===== config.mk =====
export PLATFORM = sky130hd
export DESIGN_NAME = gpio_port
export DESIGN_NICKNAME = d
export VERILOG_FILES = /design/src/rtl/gpio_port_pkg.sv /design/src/rtl/gpio_addr_decode.sv /design/src/rtl/gpio_pin_sync.sv /design/src/rtl/gpio_reg_bank.sv /design/src/rtl/gpio_read_mux.sv /design/src/rtl/gpio_port.sv
export SDC_FILE = /design/constraint.sdc
export NUM_CORES = 1
export LEC_CHECK = 0
export CORE_ASPECT_RATIO = 2
export CORE_MARGIN = 5
export CORE_UTILIZATION = 45
export DETAILED_ROUTE_END_ITERATION = 8
export GPL_ROUTABILITY_DRIVEN = 1
export GPL_TIMING_DRIVEN = 1
export PLACE_DENSITY = 0.79
export SETUP_SLACK_MARGIN = 0.2
export SYNTH_ARGS = -nofsm -noshare
export SYNTH_HDL_FRONTEND = slang
export SYNTH_SLANG_ARGS = --single-unit

===== constraint.sdc =====
create_clock -name clk -period 2.3 [get_ports clk]
set_input_delay 0.575 -clock clk [delete_from_list [all_inputs] [get_ports clk]]
set_output_delay 0.575 -clock clk [all_outputs]
set_load 0.01 [all_outputs]

===== src/rtl/gpio_port_pkg.sv =====
package gpio_port_pkg;

    // Register select produced by the address decoder
    typedef enum logic [1:0] {
        SEL_NONE = 2'd0,
        SEL_DATA = 2'd1,
        SEL_DIR  = 2'd2,
        SEL_PUE  = 2'd3
    } reg_sel_e;

    // Depth of the pin sampler chain
    localparam int unsigned SYNC_STAGES = 2;

endpackage


===== src/rtl/gpio_addr_decode.sv =====
module gpio_addr_decode
    import gpio_port_pkg::*;
#(
    parameter int unsigned           ADDR_W    = 8,
    parameter logic [ADDR_W-1:0]     DATA_ADDR = 8'h03,
    parameter logic [ADDR_W-1:0]     DIR_ADDR  = 8'h07,
    parameter logic [ADDR_W-1:0]     PUE_ADDR  = 8'h0F
) (
    input  logic [ADDR_W-1:0] addr,
    output reg_sel_e          sel
);

    always_comb begin
        if (addr == DATA_ADDR) begin
            sel = SEL_DATA;
        end else if (addr == DIR_ADDR) begin
            sel = SEL_DIR;
        end else if (addr == PUE_ADDR) begin
            sel = SEL_PUE;
        end else begin
            sel = SEL_NONE;
        end
    end

endmodule


===== src/rtl/gpio_pin_sync.sv =====
module gpio_pin_sync
    import gpio_port_pkg::*;
#(
    parameter int unsigned WIDTH = 8
) (
    input  logic             clk,
    input  logic             rst_n,
    input  logic [WIDTH-1:0] pin_async,
    output logic [WIDTH-1:0] pin_sync
);

    localparam int unsigned LAST = SYNC_STAGES - 1;

    logic [WIDTH-1:0] stage_q [SYNC_STAGES];

    generate
        for (genvar s = 0; s < SYNC_STAGES; s++) begin : g_stage
            if (s == 0) begin : g_first
                always_ff @(posedge clk or negedge rst_n) begin
                    if (!rst_n) begin
                        stage_q[s] <= '0;
                    end else begin
                        stage_q[s] <= pin_async;
                    end
                end
            end else begin : g_next
                always_ff @(posedge clk or negedge rst_n) begin
                    if (!rst_n) begin
                        stage_q[s] <= '0;
                    end else begin
                        stage_q[s] <= stage_q[s-1];
                    end
                end
            end
        end
    endgenerate

    assign pin_sync = stage_q[LAST];

    // Checker bookkeeping: edges seen since reset, saturating at two
    logic [1:0] warm_q;
    always_ff @(posedge clk or negedge rst_n) begin
        if (!rst_n) begin
            warm_q <= 2'd0;
        end else if (warm_q != 2'd2) begin
            warm_q <= warm_q + 2'd1;
        end
    end


    sync_latency_chk: assert property (@(posedge clk) disable iff (!rst_n)
        (warm_q == 2'd2) |-> (pin_sync == $past(pin_async, 2)));

endmodule


===== src/rtl/gpio_reg_bank.sv =====
module gpio_reg_bank
    import gpio_port_pkg::*;
#(
    parameter int unsigned WIDTH = 8
) (
    input  logic             clk,
    input  logic             rst_n,
    input  reg_sel_e         sel,
    input  logic             wr_en,
    input  logic [WIDTH-1:0] wr_data,
    output logic [WIDTH-1:0] latch_q,
    output logic [WIDTH-1:0] dir_q,
    output logic [WIDTH-1:0] pue_q
);

    logic wr_latch;
    logic wr_dir;
    logic wr_pue;

    always_comb begin
        wr_latch = 1'b0;
        wr_dir   = 1'b0;
        wr_pue   = 1'b0;
        unique case (sel)
            SEL_DATA: wr_latch = wr_en;
            SEL_DIR:  wr_dir   = wr_en;
            SEL_PUE:  wr_pue   = wr_en;
            SEL_NONE: ;
        endcase
    end

    always_ff @(posedge clk or negedge rst_n) begin
        if (!rst_n) begin
            latch_q <= '0;
        end else if (wr_latch) begin
            latch_q <= wr_data;
        end
    end

    always_ff @(posedge clk or negedge rst_n) begin
        if (!rst_n) begin
            dir_q <= '0;
        end else if (wr_dir) begin
            dir_q <= wr_data;
        end
    end

    always_ff @(posedge clk or negedge rst_n) begin
        if (!rst_n) begin
            pue_q <= '0;
        end else if (wr_pue) begin
            pue_q <= wr_data;
        end
    end


    latch_write_chk: assert property (@(posedge clk) disable iff (!rst_n)
        (wr_en && sel == SEL_DATA) |=> (latch_q == $past(wr_data)));


    dir_write_chk: assert property (@(posedge clk) disable iff (!rst_n)
        (wr_en && sel == SEL_DIR) |=> (dir_q == $past(wr_data)));


    pue_write_chk: assert property (@(posedge clk) disable iff (!rst_n)
        (wr_en && sel == SEL_PUE) |=> (pue_q == $past(wr_data)));


    no_strobe_hold_chk: assert property (@(posedge clk) disable iff (!rst_n)
        (!wr_en || sel == SEL_NONE) |=>
            ($stable(latch_q) && $stable(dir_q) && $stable(pue_q)));

endmodule


===== src/rtl/gpio_read_mux.sv =====
module gpio_read_mux
    import gpio_port_pkg::*;
#(
    parameter int unsigned WIDTH = 8
) (
    input  reg_sel_e         sel,
    input  logic [WIDTH-1:0] latch_q,
    input  logic [WIDTH-1:0] dir_q,
    input  logic [WIDTH-1:0] pue_q,
    input  logic [WIDTH-1:0] pin_sync,
    output logic [WIDTH-1:0] rd_data
);

    logic [WIDTH-1:0] data_view;

    // Per-bit choice between the latch and the sampled pin
    generate
        for (genvar i = 0; i < WIDTH; i++) begin : g_view
            assign data_view[i] = dir_q[i] ? latch_q[i] : pin_sync[i];
        end
    endgenerate

    always_comb begin
        unique case (sel)
            SEL_DATA: rd_data = data_view;
            SEL_DIR:  rd_data = dir_q;
            SEL_PUE:  rd_data = pue_q;
            SEL_NONE: rd_data = '0;
        endcase
    end

endmodule


===== src/rtl/gpio_port.sv =====
module gpio_port
    import gpio_port_pkg::*;
#(
    parameter int unsigned           WIDTH     = 8,
    parameter int unsigned           ADDR_W    = 8,
    parameter logic [ADDR_W-1:0]     DATA_ADDR = 8'h03,
    parameter logic [ADDR_W-1:0]     DIR_ADDR  = 8'h07,
    parameter logic [ADDR_W-1:0]     PUE_ADDR  = 8'h0F
) (
    input  logic              clk,
    input  logic              rst_n,
    input  logic [ADDR_W-1:0] bus_addr,
    input  logic              bus_wr_en,
    input  logic [WIDTH-1:0]  bus_wr_data,
    output logic [WIDTH-1:0]  bus_rd_data,
    input  logic [WIDTH-1:0]  pin_in,
    output logic [WIDTH-1:0]  pin_oe,
    output logic [WIDTH-1:0]  pin_out,
    output logic [WIDTH-1:0]  pin_pu
);

    reg_sel_e         sel;
    logic [WIDTH-1:0] latch_q;
    logic [WIDTH-1:0] dir_q;
    logic [WIDTH-1:0] pue_q;
    logic [WIDTH-1:0] pin_sync;

    gpio_addr_decode #(
        .ADDR_W    (ADDR_W),
        .DATA_ADDR (DATA_ADDR),
        .DIR_ADDR  (DIR_ADDR),
        .PUE_ADDR  (PUE_ADDR)
    ) u_decode (
        .addr (bus_addr),
        .sel  (sel)
    );

    gpio_reg_bank #(
        .WIDTH (WIDTH)
    ) u_regs (
        .clk     (clk),
        .rst_n   (rst_n),
        .sel     (sel),
        .wr_en   (bus_wr_en),
        .wr_data (bus_wr_data),
        .latch_q (latch_q),
        .dir_q   (dir_q),
        .pue_q   (pue_q)
    );

    gpio_pin_sync #(
        .WIDTH (WIDTH)
    ) u_sync (
        .clk       (clk),
        .rst_n     (rst_n),
        .pin_async (pin_in),
        .pin_sync  (pin_sync)
    );

    gpio_read_mux #(
        .WIDTH (WIDTH)
    ) u_rdmux (
        .sel      (sel),
        .latch_q  (latch_q),
        .dir_q    (dir_q),
        .pue_q    (pue_q),
        .pin_sync (pin_sync),
        .rd_data  (bus_rd_data)
    );

    // Pad control per pin; an output pin never keeps its pullup
    generate
        for (genvar i = 0; i < WIDTH; i++) begin : g_pad
            assign pin_oe[i]  = dir_q[i];
            assign pin_out[i] = latch_q[i];
            assign pin_pu[i]  = pue_q[i] & ~dir_q[i];
        end
    endgenerate


    pullup_off_when_driving_chk: assert property (@(posedge clk) disable iff (!rst_n)
        (pin_pu & pin_oe) == '0);


    data_read_outputs_chk: assert property (@(posedge clk) disable iff (!rst_n)
        (bus_addr == DATA_ADDR) |-> (((bus_rd_data ^ pin_out) & pin_oe) == '0));


    unmapped_read_zero_chk: assert property (@(posedge clk) disable iff (!rst_n)
        (bus_addr != DATA_ADDR && bus_addr != DIR_ADDR && bus_addr != PUE_ADDR)
            |-> (bus_rd_data == '0));


    out_follows_write_chk: assert property (@(posedge clk) disable iff (!rst_n)
        (bus_wr_en && bus_addr == DATA_ADDR) |=> (pin_out == $past(bus_wr_data)));

endmodule


==> results of run 1 <==
final cells by class:
class | instances | area, um^2
Clock buffer | 6 | 72.57
Clock inverter | 2 | 35.03
Fill cell | 301 | 1104
Multi-Input combinational cell | 89 | 775.7
Sequential cell | 40 | 1001
Tap cell | 51 | 63.81
Timing Repair Buffer | 84 | 792.0
worst max-delay path by stage:
stage	from	endpoint	depth (start not counted)
after floorplan	bus_addr[2]	bus_rd_data[5]	5
after global placement	bus_addr[2]	bus_rd_data[2]	6
after detailed placement	bus_addr[2]	bus_rd_data[4]	6
after CTS	bus_addr[2]	bus_rd_data[1]	6
after global routing	bus_addr[2]	bus_rd_data[2]	6
final	bus_addr[2]	bus_rd_data[2]	6
flip-flops by register name, summed over array words and instances, names as in the netlist:
signal           count
u_regs.pue_q         8
u_regs.dir_q         8
u_sync.pin_sync      8
u_sync.stage_q       8
u_regs.latch_q       8
worst reg2reg max path: stages, from the launching register on:
cell and delay (ps):
dfrtp_1 380, buf_4 150, mux2_2 260
metrics by stage:
step | util, % | power (mW) | setup slack (ps) | hold slack (ps) | cell area, um^2
final | 71.29 | 1.525 | 107.0 | 346.5 | 2740
after global routing | 71.29 | 1.589 | 95.16 | 355.0 | 2740
after CTS | 70.90 | 1.547 | 122.5 | 352.2 | 2725
after global placement | 65.85 | 0.9718 | -706.5 | 334.6 | 2531
after detailed placement | 65.85 | 0.9838 | -731.0 | 335.8 | 2531
after floorplan | - | 0.8434 | 216.4 | 279.4 | 1780
layer usage:
metal	track usage, %	vias up
met4	8.061	0
met5	0	-
li1	-	638
met2	33.70	42
met1	19.76	699
met3	3.026	12
cell usage in the layout, fill, tap and decap left out, drive strengths merged, types with 8 or more instances in the layout:
| cell type | n |
|---|---|
| dfrtp | 40 |
| clkdlybuf4s50 | 35 |
| a21oi | 8 |
| a21o | 8 |
| nand2 | 17 |
| nor2b | 9 |
| buf | 36 |
| mux2 | 32 |
| or3b | 8 |
power by group:
part	switching [mW]	total [mW]	internal [mW]	leakage (nW)
sequential	0.0166	0.754	0.737	0.517
clock	0.218	0.540	0.322	0.0552
combinational	0.0917	0.232	0.140	0.824
total	0.327	1.53	1.20	1.40
repair_timing:
item	CTS	global route
buffers inserted	7	0
endpoints found under the setup margin	8	14
gates resized for setup	63	6
gates cloned	1	0
pin swaps	19	1
logic make-up (layout without fill, tap and decap cells):
family                 Yosys count  after routing  synth area share, %
and+or+nand+nor                 41             41                15.53
DFF                             40             40                56.46
muxes                           32             32                20.32
AOI/OAI and AO/OA               16             16                5.646
buffers and inverters            4             92                2.046
==> results_dict.tcl, run 1 <==
set metrics [dict create \
    ff2ff_setup_slack_ps 1390 \
    syn-num-nets 160 \
    grt_overflow 0 \
    initialDrtViolationCount 11 \
    ir_drop_mv 0.6021 \
    die-area_um2 5372 \
    chipHeight_um 98.77 \
    final_cells 272 \
    cts-buffers-inserted 5 \
    routabilityCongestion 0.7439 \
    relSlewSlack_pct 43.12 \
    status "finished, final reports clean" \
    met2_wirelength_um 2624 \
    ios 59 \
    routed_wl_um 4532 \
    worstSetupStartpointType "input port" \
    drv_slew 0 \
    yosysMostFrequentCell "dfrtp_1" \
    placedCellCount 256 \
    area_growth_pct 54.55 \
    hold_buffers 0 \
    clkSinkCount 40 \
    holdPathEnd "u_sync.pin_sync[5]" \
    ys_top_cells_by_area "dfrtp_1, mux2_2, or3b_1" \
    antenna_found_initial 0 \
    cts_buffer_depth 2 \
    path_class "input port to primary output" \
    die_w_um 54.39 \
    core_um2 3844 \
    finalHoldViolations 0 \
    grt_pass1_wl_um 7355 \
    powerDensity_nw_per_um2 556.7 \
    syn_inst 133 \
    route.vias.total 1391 \
    clk_pin_slew_ps 70 \
    antenna_cells 0 \
    grt_usage_pct 18.62 \
    worstMarginPinSlew_ps 853.2 \
    path_delay_family "buffers and inverters" \
    top_layer "met4" \
    grt_max_degree 41 \
    synth_top_area_share_pct 56.46 \
    ys_types 16 \
    vias_per_cell 5.114 \
    min_period_ps 2193 \
    r2r-end "u_regs.dir_q[7]" \
    drc 0 \
    rr_worst_depth 2 \
    post-dp-hpwl_um 3289 \
    htree_levels 2 \
    power.leakage_nw 1.396 \
    nets 247 \
    path_cells "buf_8, buf_12, or3b_1, a21o_1, a21oi_2, buf_2" \
    ys_warn_count 0 \
    synth.cell_area_um2 1773 \
    wl_met3_um 192 \
    wirelength_met1_um 1577 \
    syn-mean-instance-area_um2 13.33 \
    slowest_delay_ps 350 \
    synthFlopType "dfrtp_1" \
    r2r_start "u_regs.dir_q[7]" \
    grt_pass1_vias 1561 \
    tritoncts "yes" \
    min_path_type "flip-flop to flip-flop" \
    drv_cap 0 \
    yosysTopAreaCell "dfrtp_1" \
    cp_max_fo 8 \
    synth-seq-cells 40 \
    insertion_delay_ps 290 \
    setup_viol 0 \
    arrival_ps 1620 \
    portBuffers 58 \
    critPathSlowestCell "or3b_1" \
    cp-end-kind "primary output" \
    routedWlPerCell_um 16.66 \
    min_period_over_period_pct 95.35 \
    max_freq_mhz 456.0 \
    start_util_pct 46.13 \
    fin_setup_tns_ps 0 \
    ant_nets 0 \
    root_buffer "clkbuf_8" \
    ys_seq_area_share_pct 56.46 \
    synthArstFlopShare_pct 100.0 \
    post_route_cells_drive_above_1_share_pct 40.72 \
    synth_edf_count 0 \
    critPathBufInv 3 \
    worstHoldStart "u_sync.stage_q[13]" \
    drtPass1Iterations 4 \
    cp.required_ps 1730 \
    skew_ps 6.457 \
    grt_setup_unrepaired "yes" \
    synth_common_cells "dfrtp_1, mux2_2, nand2_1" \
    fp-row-count 32 \
    hold_path_depth 0 \
]
Note: power is estimated with default switching activity, not from simulation.
==> run 2, diff against run 1 <==
--- a/config.mk
+++ b/config.mk
@@ -6,5 +6,5 @@
 export NUM_CORES = 1
 export LEC_CHECK = 0
-export CORE_ASPECT_RATIO = 2
+export CORE_ASPECT_RATIO = 1.5
 export CORE_MARGIN = 5
 export CORE_UTILIZATION = 45
==> constraint.sdc (replaced) <==
create_clock -name clk -period 2.3 [get_ports clk]
set_input_delay 0.23 -clock clk [delete_from_list [all_inputs] [get_ports clk]]
set_output_delay 0.23 -clock clk [all_outputs]
set_load 0.01 [all_outputs]
==> results_dict.tcl, run 2 (synthesis gave the netlist of run 1 again) <==
set metrics [dict create \
    status "finished, final reports clean" \
    final_cells 246 \
    placedCellCount 238 \
    grt_setup_unrepaired "yes" \
    grt_pass1_vias 1327 \
    powerDensity_nw_per_um2 613.6 \
    finalHoldViolations 0 \
    antenna_found_initial 0 \
    final_common_cell "clkdlybuf4s50_1" \
    die-area_um2 5321 \
    routabilityCongestion 0.7901 \
    placed_area_um2 2426 \
    seq_area_um2 1001 \
    portBuffers 58 \
    antenna_cells 0 \
    post-dp-hpwl_um 2929 \
    drv_cap 0 \
    grt_pass1_wl_um 6486 \
    filler_cell_count 293 \
    fp-row-count 28 \
    ir_drop_mv 0.5957 \
    arrival_ps 1840 \
    final_cell_area_um2 2546 \
    htree_levels 2 \
    switching_power_mw 0.3249 \
    area_growth_pct 43.61 \
    clk_pin_slew_ps 70 \
    whs_ps 45.85 \
    power.internal_mw 1.237 \
    setup_ws_ps 228.9 \
    cts_buffer_depth 2 \
    power_mw 1.562 \
    setup_viol 0 \
    worstSetupStartpointType "input port" \
    grt_usage_pct 17.09 \
    route.vias.total 1276 \
    power_frac_seq_pct 48.7 \
    drv_slew 0 \
    skew_ps 1.252 \
    routedWlPerCell_um 16.50 \
    path_class "input port to primary output" \
    vias_per_cell 5.187 \
    hold_buffers 0 \
    most-common-layout-cells "clkdlybuf4s50_1, dfrtp_1, mux2_2" \
    pwr-share-clk_pct 39.1 \
    ant_nets 0 \
    post-place-ws_ps -41.94 \
    cp_max_fo 10 \
    routed_wl_um 4058 \
    power.leakage_nw 1.162 \
    start_util_pct 45.59 \
    chipHeight_um 86.88 \
    cp.required_ps 2070 \
    slowest_delay_ps 430 \
    grt_max_degree 41 \
    critPathSlowestCell "clkdlybuf4s50_1" \
    utilization_pct 65.48 \
    die_w_um 61.25 \
    swShare_pct 20.80 \
    multi_input_area_um2 735.7 \
    cp-end-kind "primary output" \
    core_um2 3889 \
    initialDrtViolationCount 20 \
    tritoncts "yes" \
    path_cells "clkdlybuf4s50_1, buf_4, or3b_1, a21o_1, a21oi_1, dlygate4sd2_1" \
    insertion_delay_ps 290 \
    post_route_cells_drive_above_1_share_pct 25.87 \
    ios 59 \
    worstMarginPinSlew_ps 852.5 \
    drtPass1Iterations 4 \
    drc 0 \
    nets 227 \
    grt_overflow 0 \
    min_period_over_period_pct 90.05 \
    relSlewSlack_pct 43.17 \
    comb_power_share_pct 12.2 \
    root_buffer "clkbuf_8" \
    clkSinkCount 40 \
    fin_setup_tns_ps 0 \
    cts-buffers-inserted 5 \
    min_path_type "input port to asynchronous set/reset pin" \
    max_freq_mhz 482.8 \
    min_period_ps 2071 \
]
run 2: timing repair:
item	in CTS	in global routing
hold endpoints to repair	0	0
buffers inserted	0	0
endpoints found under the setup margin	8	3
gates resized for setup	8	3
run 2: area by class of cell:
cell class / instances / area share [%]
clock buffer: 7 / 3.784
clock inverter: 1 / 1.179
sequential: 40 / 39.31
multi-input combinational: 89 / 28.89
timing repair buffer: 64 / 24.62
tap: 45 / 2.211
run 2: worst paths after layout:
path | from | endpoint | slack [ps] | cells past startpoint
max | bus_addr[2] | bus_rd_data[2] | 230 | 6
min | rst_n | u_regs.pue_q[6] | 50 | 1
max reg2reg | u_regs.dir_q[1] | u_regs.dir_q[1] | 1470 | 1
min reg2reg | u_sync.stage_q[11] | u_sync.pin_sync[3] | 350 | 0
max in group asynchronous | rst_n | u_regs.latch_q[0] | 1720 | 1
min in group clk | u_sync.stage_q[11] | u_sync.pin_sync[3] | 350 | 0
run 2: metal layers:
layer  GRT usage (%)  vias up  wire length [um]
met2           28.71       48              2189
met3           5.490        9               316
met1           18.62      622              1440
met4           8.679        0               112
li1                -      597                 -
met5               0        -                 0
run 2: power groups by stage:
stage                     logic (mW)  registers, mW  clock network (mW)
final                          0.191          0.761               0.610
after global placement         0.187          0.770                   0
after CTS                      0.194          0.760               0.630
after floorplan               0.0690          0.774                   0
after detailed placement       0.193          0.774                   0
after global routing           0.206          0.765               0.659
run 2: worst max-delay path, delay by kind of cell:
family	cells	cell delay (ps)
AO/OA/AOI/OAI	2	330
AND/OR/NAND/NOR	1	380
buffers and inverters	3	900
==> run 3, diff against run 2 <==
- CAP_MARGIN: not set -> 20
- CORE_UTILIZATION: 45 -> 49
- PLACE_DENSITY: 0.79 -> 0.85
- clock period: 2.3 -> 2.4 ns (I/O delays scaled with it)
==> results_dict.tcl, run 3 (synthesis gave the netlist of run 1 again) <==
set metrics [dict create \
    clk_pin_slew_ps 70 \
    routed_wl_um 4193 \
    initialDrtViolationCount 31 \
    vias_per_cell 5.228 \
    path_class "input port to primary output" \
    min_period_ps 2096 \
    cp-end-kind "primary output" \
    r2r-end "u_regs.dir_q[4]" \
    fp-row-count 26 \
    path_cells "clkdlybuf4s50_1, buf_12, or3b_1, a21o_1, a21oi_1, dlygate4sd2_1" \
    grt_max_degree 41 \
    tritoncts "yes" \
    max_freq_mhz 477.1 \
    multi_input_area_um2 735.7 \
    drv_cap 0 \
    ios 59 \
    placed_area_um2 2420 \
    critPathBufInv 3 \
    grt_pass1_wl_um 7038 \
    seq_area_um2 1001 \
    status "finished, final reports clean" \
    ir_drop_mv 0.5586 \
    final_cells 241 \
    most-common-layout-cells "clkdlybuf4s50_1, dfrtp_1, mux2_2" \
    final_common_cell "clkdlybuf4s50_1" \
    placedCellCount 233 \
    htree_levels 2 \
    path_delay_family "buffers and inverters" \
    min_path_type "input port to asynchronous set/reset pin" \
    worstSetupStartpointType "input port" \
    setup_viol 0 \
    start_util_pct 51.42 \
    cp.required_ps 2160 \
    cts_buffer_depth 2 \
    final_cell_area_um2 2517 \
    power.leakage_nw 1.159 \
    drv_slew 0 \
    post_route_cells_drive_above_1_share_pct 24.62 \
    finalHoldViolations 0 \
    die-area_um2 4946 \
    relSlewSlack_pct 42.96 \
    clkSinkCount 40 \
    cts-buffers-inserted 5 \
    post_cts_buffers 0 \
    drc 0 \
    r2r_start "u_regs.dir_q[4]" \
    critPathSlowestCell "clkdlybuf4s50_1" \
    drtPass1Iterations 4 \
    slowest_delay_ps 450 \
    grt_setup_unrepaired "no" \
    route.vias.total 1260 \
    root_buffer "clkbuf_8" \
    nets 225 \
    cp_max_fo 19 \
    routabilityCongestion 0.7062 \
    skew_ps 0.2549 \
    chipHeight_um 83.67 \
    filler_cell_count 264 \
    post-dp-hpwl_um 3050 \
    grt_pass1_vias 1440 \
    fin_setup_tns_ps 0 \
    die_w_um 59.12 \
    antenna_found_initial 0 \
    insertion_delay_ps 290 \
    hold_buffers 0 \
    antenna_cells 0 \
    ant_nets 0 \
    arrival_ps 1860 \
    rr_worst_depth 1 \
    worstMarginPinSlew_ps 855.7 \
    core_um2 3448 \
    powerDensity_nw_per_um2 573.7 \
    routedWlPerCell_um 17.40 \
    grt_usage_pct 18.87 \
    area_growth_pct 41.99 \
    portBuffers 58 \
    min_period_over_period_pct 87.33 \
    grt_overflow 0 \
    ff2ff_setup_slack_ps 1560 \
]
## run 3: cell count changes in the layout (fill, tap and decap cells not counted), sizes merged
cell / before / now
clkdlybuf4s15: 3 / 0
dlygate4sd2: 5 / 8
buf: 7 / 5
clkbuf: 7 / 6
clkinv: 0 / 1
## run 3: area by class of cell
class,count,share of cell area (%)
multi-input combinational,89,29.22
clock buffer,6,2.883
clock inverter,2,1.392
tap,42,2.087
sequential,40,39.76
timing repair buffer,62,24.65
## run 3: worst max path at each step
stage,endpoint,start,cells past startpoint
after floorplan,bus_rd_data[5],bus_addr[2],5
after global placement,bus_rd_data[6],bus_addr[2],6
after detailed placement,bus_rd_data[6],bus_addr[2],6
after CTS,bus_rd_data[6],bus_addr[2],6
after global routing,bus_rd_data[5],bus_addr[2],6
final,bus_rd_data[5],bus_addr[2],6
## run 3: metal layers
layer  track usage [%]  part of all wire (%)
met1             22.58                    37
met2             32.60                    57
met3             4.334                   5.1
met4             5.773                  0.79
met5                 0                     0
## run 3: power by group
group,internal [mW],switching (mW)
Clock,0.308,0.223
Combinational,0.113,0.0708
Sequential,0.706,0.0228
## run 3: metrics by stage
stage / total power, mW / util (%) / setup slack (ps) / hold slack [ps]
CTS: 1.457 / 73.00 / 285.5 / 74.91
detailed placement: 0.9277 / 70.17 / 9.951 / 337.2
global route: 1.496 / 73.00 / 208.9 / 145.2
floorplan: 0.8077 / - / 948.7 / -55.59
finish: 1.444 / 73.00 / 304.1 / 58.62
global placement: 0.9168 / 70.17 / 52.64 / 332.4
## run 3: what timing repair did
| action | in CTS | in global routing |
|---|---|---|
| resized for setup | 8 | 0 |
| endpoints found under the hold margin | 0 | 0 |
| endpoints found under the setup margin | 8 | 0 |
